--- src/rtl/abc_pkg.sv ---
package abc_pkg;

    localparam int SAMPLE_W = 8;

    typedef logic [SAMPLE_W-1:0] sample_t;

    typedef enum logic {
        RD_IDLE  = 1'b0,
        RD_SHIFT = 1'b1
    } rd_state_e;

    typedef struct packed {
        logic cs_n;
        logic sclk;
    } spi_pins_t;

    // True when the zero-based rising-edge index lies inside the data window.
    function automatic logic in_window(input int rise_idx, input int lead);
        return (rise_idx >= lead) && (rise_idx < lead + SAMPLE_W);
    endfunction

endpackage

--- src/rtl/abc_debounce.sv ---
module abc_debounce #(
    parameter int STABLE_CLKS = 8
) (
    input  logic clk,
    input  logic raw_in,
    output logic clean_out
);
    localparam int CW = $clog2(STABLE_CLKS + 1);

    logic          sync_a;
    logic          sync_b;
    logic          level_q;
    logic [CW-1:0] run_q;

    // No reset here: this block produces the reset for everything else.
    always_ff @(posedge clk) begin
        sync_a <= raw_in;
        sync_b <= sync_a;
        if (sync_b != level_q) begin
            if (run_q == CW'(STABLE_CLKS - 1)) begin
                level_q <= sync_b;
                run_q   <= '0;
            end else begin
                run_q <= run_q + 1'b1;
            end
        end else begin
            run_q <= '0;
        end
    end

    assign clean_out = level_q;

endmodule

--- src/rtl/abc_spi_reader.sv ---
module abc_spi_reader
    import abc_pkg::*;
#(
    parameter int HALF_CLKS  = 4,
    parameter int FRAME_BITS = 16,
    parameter int LEAD_BITS  = 3
) (
    input  logic    clk,
    input  logic    rst,
    input  logic    start,
    input  logic    miso_raw,
    output logic    cs_n,
    output logic    sclk,
    output logic    valid,
    output sample_t sample
);
    localparam int HW = $clog2(HALF_CLKS + 1);
    localparam int RW = $clog2(FRAME_BITS + 1);

    rd_state_e     state_q;
    spi_pins_t     pins_q;
    logic [HW-1:0] half_q;
    logic [RW-1:0] rises_q;
    logic [1:0]    miso_sync_q;
    sample_t       shift_q;
    sample_t       sample_q;
    logic          valid_q;

    logic toggle_now;
    logic rising_now;

    assign toggle_now = (state_q == RD_SHIFT) && (half_q == HW'(HALF_CLKS - 1));
    assign rising_now = toggle_now && !pins_q.sclk;

    always_ff @(posedge clk) begin
        miso_sync_q <= {miso_sync_q[0], miso_raw};
        if (rst) begin
            state_q  <= RD_IDLE;
            pins_q   <= '{cs_n: 1'b1, sclk: 1'b1};
            half_q   <= '0;
            rises_q  <= '0;
            shift_q  <= '0;
            sample_q <= '0;
            valid_q  <= 1'b0;
        end else begin
            valid_q <= 1'b0;
            case (state_q)
                RD_IDLE: begin
                    if (start) begin
                        state_q     <= RD_SHIFT;
                        pins_q.cs_n <= 1'b0;
                        half_q      <= '0;
                        rises_q     <= '0;
                    end
                end
                RD_SHIFT: begin
                    if (toggle_now) begin
                        half_q      <= '0;
                        pins_q.sclk <= ~pins_q.sclk;
                        if (rising_now) begin
                            rises_q <= rises_q + 1'b1;
                            if (in_window(int'(rises_q), LEAD_BITS))
                                shift_q <= {shift_q[SAMPLE_W-2:0], miso_sync_q[1]};
                            if (rises_q == RW'(FRAME_BITS - 1)) begin
                                state_q     <= RD_IDLE;
                                pins_q.cs_n <= 1'b1;
                                valid_q     <= 1'b1;
                                sample_q    <= shift_q;
                            end
                        end
                    end else begin
                        half_q <= half_q + 1'b1;
                    end
                end
                default: state_q <= RD_IDLE;
            endcase
        end
    end

    assign cs_n   = pins_q.cs_n;
    assign sclk   = pins_q.sclk;
    assign valid  = valid_q;
    assign sample = sample_q;

    // the serial clock rests high whenever the sensor is deselected
    assert_sclk_idle_high_R4: assert property (@(posedge clk) disable iff (rst)
        cs_n |-> sclk);

    // completion is a single-cycle pulse
    assert_valid_single_R6: assert property (@(posedge clk) disable iff (rst)
        valid |=> !valid);

    // completion coincides with chip select returning high
    assert_valid_at_frame_end_R6: assert property (@(posedge clk) disable iff (rst)
        valid |-> $rose(cs_n));

endmodule

--- src/rtl/abc_pwm.sv ---
module abc_pwm
    import abc_pkg::*;
#(
    parameter int PRESCALE = 2
) (
    input  logic    clk,
    input  logic    rst,
    input  sample_t duty,
    output logic    pwm_out
);
    localparam int PW = $clog2(PRESCALE + 1);

    logic [PW-1:0] pre_q;
    sample_t       step_q;

    always_ff @(posedge clk) begin
        if (rst) begin
            pre_q  <= '0;
            step_q <= '0;
        end else if (pre_q == PW'(PRESCALE - 1)) begin
            pre_q  <= '0;
            step_q <= step_q + 1'b1;
        end else begin
            pre_q <= pre_q + 1'b1;
        end
    end

    assign pwm_out = step_q < duty;

    // the step counter never jumps, it only holds or advances by one
    assert_step_increments_R7: assert property (@(posedge clk) disable iff (rst)
        (step_q != $past(step_q)) |-> (step_q == sample_t'($past(step_q) + 1'b1)));

endmodule

--- src/rtl/auto_bright_ctrl.sv ---
module auto_bright_ctrl
    import abc_pkg::*;
#(
    parameter int DEBOUNCE_CLKS = 8,
    parameter int REQ_PERIOD    = 700,
    parameter int HALF_CLKS     = 4,
    parameter int FRAME_BITS    = 16,
    parameter int LEAD_BITS     = 3,
    parameter int PWM_PRESCALE  = 2
) (
    input  logic clk,
    input  logic rst_sw,
    output logic spi_cs_n,
    output logic spi_sclk,
    input  logic spi_miso,
    output logic led_out
);
    localparam int RQW = $clog2(REQ_PERIOD + 1);

    logic           rst_core;
    logic [RQW-1:0] req_cnt_q;
    logic           req_q;
    logic           rd_valid;
    sample_t        rd_sample;
    sample_t        duty_q;

    abc_debounce #(.STABLE_CLKS(DEBOUNCE_CLKS)) u_debounce (
        .clk      (clk),
        .raw_in   (rst_sw),
        .clean_out(rst_core)
    );

    // Periodic read request
    always_ff @(posedge clk) begin
        if (rst_core) begin
            req_cnt_q <= '0;
            req_q     <= 1'b0;
        end else if (req_cnt_q == RQW'(REQ_PERIOD - 1)) begin
            req_cnt_q <= '0;
            req_q     <= 1'b1;
        end else begin
            req_cnt_q <= req_cnt_q + 1'b1;
            req_q     <= 1'b0;
        end
    end

    abc_spi_reader #(
        .HALF_CLKS (HALF_CLKS),
        .FRAME_BITS(FRAME_BITS),
        .LEAD_BITS (LEAD_BITS)
    ) u_reader (
        .clk     (clk),
        .rst     (rst_core),
        .start   (req_q),
        .miso_raw(spi_miso),
        .cs_n    (spi_cs_n),
        .sclk    (spi_sclk),
        .valid   (rd_valid),
        .sample  (rd_sample)
    );

    // Duty setting follows each completed light reading
    always_ff @(posedge clk) begin
        if (rst_core)      duty_q <= '0;
        else if (rd_valid) duty_q <= rd_sample;
    end

    abc_pwm #(.PRESCALE(PWM_PRESCALE)) u_pwm (
        .clk    (clk),
        .rst    (rst_core),
        .duty   (duty_q),
        .pwm_out(led_out)
    );

    // a request is a one-cycle pulse
    assert_req_pulse_R3: assert property (@(posedge clk) disable iff (rst_core)
        req_q |=> !req_q);

    // a frame starts only in answer to a request
    assert_frame_on_request_R3: assert property (@(posedge clk) disable iff (rst_core)
        $fell(spi_cs_n) |-> $past(req_q));

    // duty holds unless a reading has just completed
    assert_duty_hold_R6: assert property (@(posedge clk) disable iff (rst_core)
        !rd_valid |=> $stable(duty_q));

endmodule

--- config.mk ---
export PLATFORM = sky130hd
export DESIGN_NAME = auto_bright_ctrl
export DESIGN_NICKNAME = d
export VERILOG_FILES = /design/src/rtl/abc_pkg.sv /design/src/rtl/abc_debounce.sv /design/src/rtl/abc_spi_reader.sv /design/src/rtl/abc_pwm.sv /design/src/rtl/auto_bright_ctrl.sv
export SDC_FILE = /design/constraint.sdc
export NUM_CORES = 1
export LEC_CHECK = 0
export ABC_AREA = 1
export CAP_MARGIN = 20
export CORE_MARGIN = 4
export CORE_UTILIZATION = 35
export CTS_BUF_LIST = sky130_fd_sc_hd__clkbuf_2
export DETAILED_ROUTE_END_ITERATION = 8
export HOLD_SLACK_MARGIN = 0.15
export MAX_ROUTING_LAYER = met4
export SKIP_LAST_GASP = 1
export SLEW_MARGIN = 15
export SYNTH_ARGS = -nofsm -noshare
export SYNTH_HDL_FRONTEND = slang
export SYNTH_HIERARCHICAL = 1
export SYNTH_SLANG_ARGS = --single-unit
--- constraint.sdc ---
create_clock -name clk -period 1.25 [get_ports clk]
set_input_delay 0.25 -clock clk [delete_from_list [all_inputs] [get_ports clk]]
set_output_delay 0.25 -clock clk [all_outputs]
set_load 0.03 [all_outputs]
### Yosys cells after proc, flatten, opt, wreduce, memory -nomap -nowiden

Index checks and enable logic that the tools add are counted.
W data, S select, Z words.

* register bits after elaboration: 66
* input port bits: 3
* output and inout bits: 3
* word-level logic and storage cells: 75

* $add $sub $neg: 6
* magnitude comparators: 3
* equality and inequality tests: 10
* muxes and demuxes: 19
* bitwise gates (word level): 5
* reduce and logical (&&, ||, !) cells: 14

Operator list (number)
* $mux W5: 3
* $reduce_and A4 Y1: 3
* $add A10 B1 Y10 const B: 1
* $eq A10 B10 Y1 const B: 1
* $pmux W5 S2: 1
* $mux W1: 9
* $add A8 B1 Y8 const B: 1
* $lt A8 B8 Y1: 1
* $ne A2 B2 Y1 const B: 4
* $mux W3: 2
* $pmux W3 S2: 1
* $reduce_or A2 Y1: 3
* $add A5 B1 Y5 const B: 1
* $eq A5 B4 Y1 const B: 1
* $ge A5 B2 Y1 const B: 1
* $lt A5 B4 Y1 const B: 1
* $not A1 Y1: 5
* $add A4 B1 Y4 const B: 1
* $eq A4 B3 Y1 const B: 1
* $pmux W1 S2: 2
* $reduce_and A2 Y1: 2
* $reduce_or A4 Y1: 1
* $add A3 B1 Y3 const B: 1
* $eq A3 B2 Y1 const B: 1
* other kinds (7): 9

### Longest topological paths before layout

Gate-level depths: netlist of run 1.

* depth in word-level cells: 6
* mapped depth: 9
* mapped depth without buffers: 9

### By module

Netlist of run 1, hierarchy kept.

Modules (own cells, without submodules)
* abc_spi_reader: instances 1, cells each 165, area each 1262.5 um2, sequential area each 600.6 um2
* auto_bright_ctrl: instances 1, cells each 97, area each 752.0 um2, sequential area each 380.4 um2
* abc_pwm: instances 1, cells each 85, area each 625.6 um2, sequential area each 200.2 um2
* abc_debounce: instances 1, cells each 27, area each 250.2 um2, sequential area each 150.1 um2

### Worst setup path after synthesis of run 1

No wires, ideal clock.

* path kind: register -> output
* start: register u_pwm.step_q[3]
* end: output port led_out
* arrival time: 1.328 ns
* required time: 1.000 ns
* path slack: -0.328 ns
* cell stages (with the launch flop): 5
* path buffers: 0
* cells stage by stage: dfxtp_1 > ha_1 > a21oi_1 > nand2_1 > a21oi_1

* word-level cells in the longest chain between the ends: 1

Ends and longest elaborated chain
* start, declared: line abc_pwm.sv:14 `sample_t step_q;`
* start signal, assigned: line abc_pwm.sv:22 `step_q <= step_q + 1'b1;`
* $lt A8 B8 Y1: line abc_pwm.sv:28 `assign pwm_out = step_q < duty;`
* end, declared: line auto_bright_ctrl.sv:16 `output logic led_out`

No other way between the ends.

### Worst setup path in the final report of run 1

* start: register duty_q[5]
* end: output port led_out

* word-level cells in the longest chain between the ends: 1

Ends and longest elaborated chain
* start, declared: line auto_bright_ctrl.sv:25 `sample_t duty_q;`
* start signal, assigned: line auto_bright_ctrl.sv:65 `else if (rd_valid) duty_q <= rd_sample;`
* $lt A8 B8 Y1: line abc_pwm.sv:28

No other way between the ends.

==> results_dict.tcl, run 1 <==
set metrics [dict create \
    status "finished with violations" \
    violations "setup timing" \
    n_fill_cell 762 \
    dr.pass1.iters 4 \
    max_slew_margin 0.7687 \
    drc_errors 0 \
    drt_iter0_drc 82 \
    synth_nets 391 \
    yosys_warnings 6 \
    antenna_found_initial 0 \
    start_util 0.3664 \
    drive_gt1_frac 0.3529 \
    crit_type "flop to output port" \
    synth-seq-area-share 0.4606 \
    synth-seq-cells 66 \
    drtAntennaViolNets 0 \
    utilization 0.4737 \
    hp-class "flop to flop" \
    fmaxAchievable_mhz 541.9 \
    cpPeakStageDelay_ns 0.35 \
    fin_worst_skew_ns 0.01803 \
    crit_fanout 2 \
    post-route-period-util 1.476 \
    r2r_start "u_reader/half_q[1]" \
    routed_wl_um 5569 \
    setup_viol 23 \
    fin_nets 438 \
    io_buffers 5 \
    die_area_sq_um 9776 \
    wl_per_cell_um 10.57 \
    finalHoldViolCount 0 \
    cp-start-kind "flop" \
    grt_pass1_wl_um 9390 \
    rsz0062_at_grt "true" \
    ios 6 \
    via_count 2363 \
    slowest_stage "dfxtp_2" \
    cts_tree "built" \
    routed_via_density 4.484 \
    setup_ws_ns -0.5953 \
    grt_max_degree 11 \
    drv_cap 0 \
    crit_chain "inv_1, ha_4, a21oi_2, o21ai_2, a21oi_4, buf_6" \
    clk_latency_ns 0.47 \
    hpwl_um 3716 \
    grt_usage 0.1204 \
    clk_pin_slew_ns 0.17 \
    synthCells 374 \
    syn_area_per_cell_sq_um 7.728 \
    root_buffer "clkbuf_2" \
    area_growth_pct 29.26 \
    die_height_um 98.88 \
    syn-cell-area_sq_um 2890 \
    worst_slew_pin_slew_ns 0.3459 \
    htree_levels 3 \
    cp-end-kind "output port" \
    worstPathRequired_ns 1.00 \
    cp.arrival_ns 1.60 \
    yosys.cell_types.count 29 \
    rows 32 \
    power_density_nw_per_um2 835.3 \
    p_leak_nw 1.588 \
    vdd_drop_max_mv 0.5335 \
    hp-start "u_reader/miso_sync_q[0]" \
    cp-startpoint "duty_q[5]" \
    die_w_um 98.88 \
    cts_buffer_depth 2 \
    clock_sinks 66 \
    core_sq_um 7888 \
    diodes 0 \
    slew_violations 0 \
    setup_tns_ns -2.235 \
    finalPower_mw 3.121 \
    grt_overflow 0 \
    grt_pass1_vias 2218 \
    globalplace.congestion 0.7952 \
    tritoncts.num_buffers 9 \
    min_period_ns 1.845 \
]
-- sequential cells by signal, summed over array words and instances (netlist names), 2 cells and up --
register and flops:
u_pwm/pre_q 2, duty_q 8, u_reader/sample 8, req_cnt_q 10, u_pwm/step_q 8, u_reader/rises_q 5
u_reader/half_q 3, u_reader/shift_q 8, u_debounce/run_q 4, u_reader/miso_sync_q 2
-- per-layer routing --
| layer | track usage | vias to the layer above | routed length [um] | share of wire |
|---|---|---|---|---|
| li1 | - | 1262 | - | - |
| met1 | 0.1472 | 1064 | 2735 | 0.49 |
| met2 | 0.1890 | 33 | 2597 | 0.47 |
| met3 | 0.02972 | 4 | 181 | 0.033 |
| met4 | 0.05042 | 0 | 55 | 0.0099 |
| met5 | - | - | 0 | 0 |
-- per-stage QoR --
step | std cells | hold WS, ns | area [sq um] | setup slack, ns
6_report | 527 | 0.3462 | 3736 | -0.5953
2_1_floorplan | 374 | 0.2777 | 2959 | -0.06510
4_1_cts | 520 | 0.1565 | 3515 | -0.6394
3_3_place_gp | 503 | 0.3145 | 3302 | -0.1592
3_5_place_dp | 503 | 0.3150 | 3302 | -0.1600
5_1_grt | 527 | 0.3565 | 3736 | -0.7330
-- logic make-up (layout without fill, tap and decap cells) --
family          count (synthesis)  after routing  share of synthesized area
flops                          66             66                     0.4606
buf+inv                        56            105                    0.07835
simple gates                  196            198                     0.3173
fa+ha+maj                      14             14                    0.06061
compound gates                 36             36                    0.06493
xor+xnor                        6              6                    0.01818
-- layout by cell type (no fill, tap or decap), drive strengths merged --
cell type	instances
nand3b	1
a211oi	2
dfxtp	65
o21ai	14
nand2	90
a21oi	19
clkinv	5
inv	52
nand4	3
nor3	4
clkdlybuf4s50	2
buf	31
edfxtp	1
o21a	1
nor2	77
clkinvlp	2
xnor2	2
clkbuf	11
nand3	23
dlygate4sd3	2
xor2	4
ha	14
-- critical path: cells and delay by family (launching register included) --
kind	cells	cell delay, ns
buffers and inverters	2	0.21
adder cells (fa/ha/maj)	1	0.20
AO/OA/AOI/OAI	3	0.37
flip-flops	1	0.35
-- what timing repair did --
item	4_1_cts	5_1_grt
setup buffers	1	2
gates cloned	1	3
pin swaps	33	26
resized for setup	35	53
endpoints found under the setup margin	25	42
hold endpoints to repair	0	2
hold buffers	0	2
-- synthesized netlist by cell type (all sizes together) --
| master | count | area share |
|---|---|---|
| nand2 | 89 | 0.13 |
| nor2 | 76 | 0.12 |
| dfxtp | 65 | 0.45 |
| inv | 52 | 0.068 |
| nand3 | 23 | 0.048 |
| a21oi | 19 | 0.033 |
| ha | 14 | 0.061 |
| o21ai | 14 | 0.024 |
| nor3 | 4 | 0.011 |
| xor2 | 4 | 0.012 |
| buf | 3 | 0.0095 |
| nand4 | 3 | 0.0065 |
| a211oi | 2 | 0.0052 |
| xnor2 | 2 | 0.0061 |
| clkinv | 1 | 0.0013 |
| edfxtp | 1 | 0.010 |
| nand3b | 1 | 0.0026 |
| o21a | 1 | 0.0026 |
-- area by class of cell --
class / count / area (sq um) / share of cell area
clock inverter: 4 / 20.02 / 0.005358
inverter: 53 / 207.7 / 0.05559
multi-input combinational: 254 / 1639 / 0.4387
clock buffer: 11 / 55.05 / 0.01474
timing repair buffer: 35 / 311.5 / 0.08339
sequential: 66 / 1359 / 0.3637
timing repair inverter: 2 / 16.27 / 0.004354
tap: 102 / 127.6 / 0.03416
-- where the power goes --
| group | total [mW] | leakage [nW] | internal [mW] | switching, mW |
|---|---|---|---|---|
| sequential | 2.13 | 0.544 | 2.12 | 0.00662 |
| combinational | 0.0264 | 0.982 | 0.0161 | 0.0103 |
| clock | 0.969 | 0.0613 | 0.256 | 0.713 |
| total | 3.12 | 1.59 | 2.39 | 0.730 |
-- worst paths after layout --
path / to / depth (start not counted) / slack, ns
setup / recovery: led_out / 6 / -0.60
hold / removal: u_reader/miso_sync_q[1] / 0 / 0.35
setup reg to reg: u_reader/shift_q[4] / 7 / -0.11
hold reg to reg: u_reader/miso_sync_q[1] / 0 / 0.35
No activity file was read; power rests on OpenSTA's default activity.
==> inputs of run 2 (changes only) <==
--- a/config.mk
+++ b/config.mk
@@ -6,10 +6,10 @@
 export NUM_CORES = 1
 export LEC_CHECK = 0
 export ABC_AREA = 1
-export CAP_MARGIN = 20
 export CORE_MARGIN = 4
 export CORE_UTILIZATION = 35
 export CTS_BUF_LIST = sky130_fd_sc_hd__clkbuf_2
+export CTS_CLUSTER_SIZE = 16
 export DETAILED_ROUTE_END_ITERATION = 8
 export HOLD_SLACK_MARGIN = 0.15
 export MAX_ROUTING_LAYER = met4
==> results of run 2 <==
The final DEF is identical to that of run 1; final timing and power are the same.
==> inputs of run 3 (changes only) <==
--- a/config.mk
+++ b/config.mk
@@ -9,7 +9,7 @@
 export CORE_MARGIN = 4
 export CORE_UTILIZATION = 35
 export CTS_BUF_LIST = sky130_fd_sc_hd__clkbuf_2
-export CTS_CLUSTER_SIZE = 16
+export CTS_CLUSTER_SIZE = 40
 export DETAILED_ROUTE_END_ITERATION = 8
 export HOLD_SLACK_MARGIN = 0.15
 export MAX_ROUTING_LAYER = met4
==> results of run 3 <==
The final DEF is identical to that of run 1; final timing and power are the same.
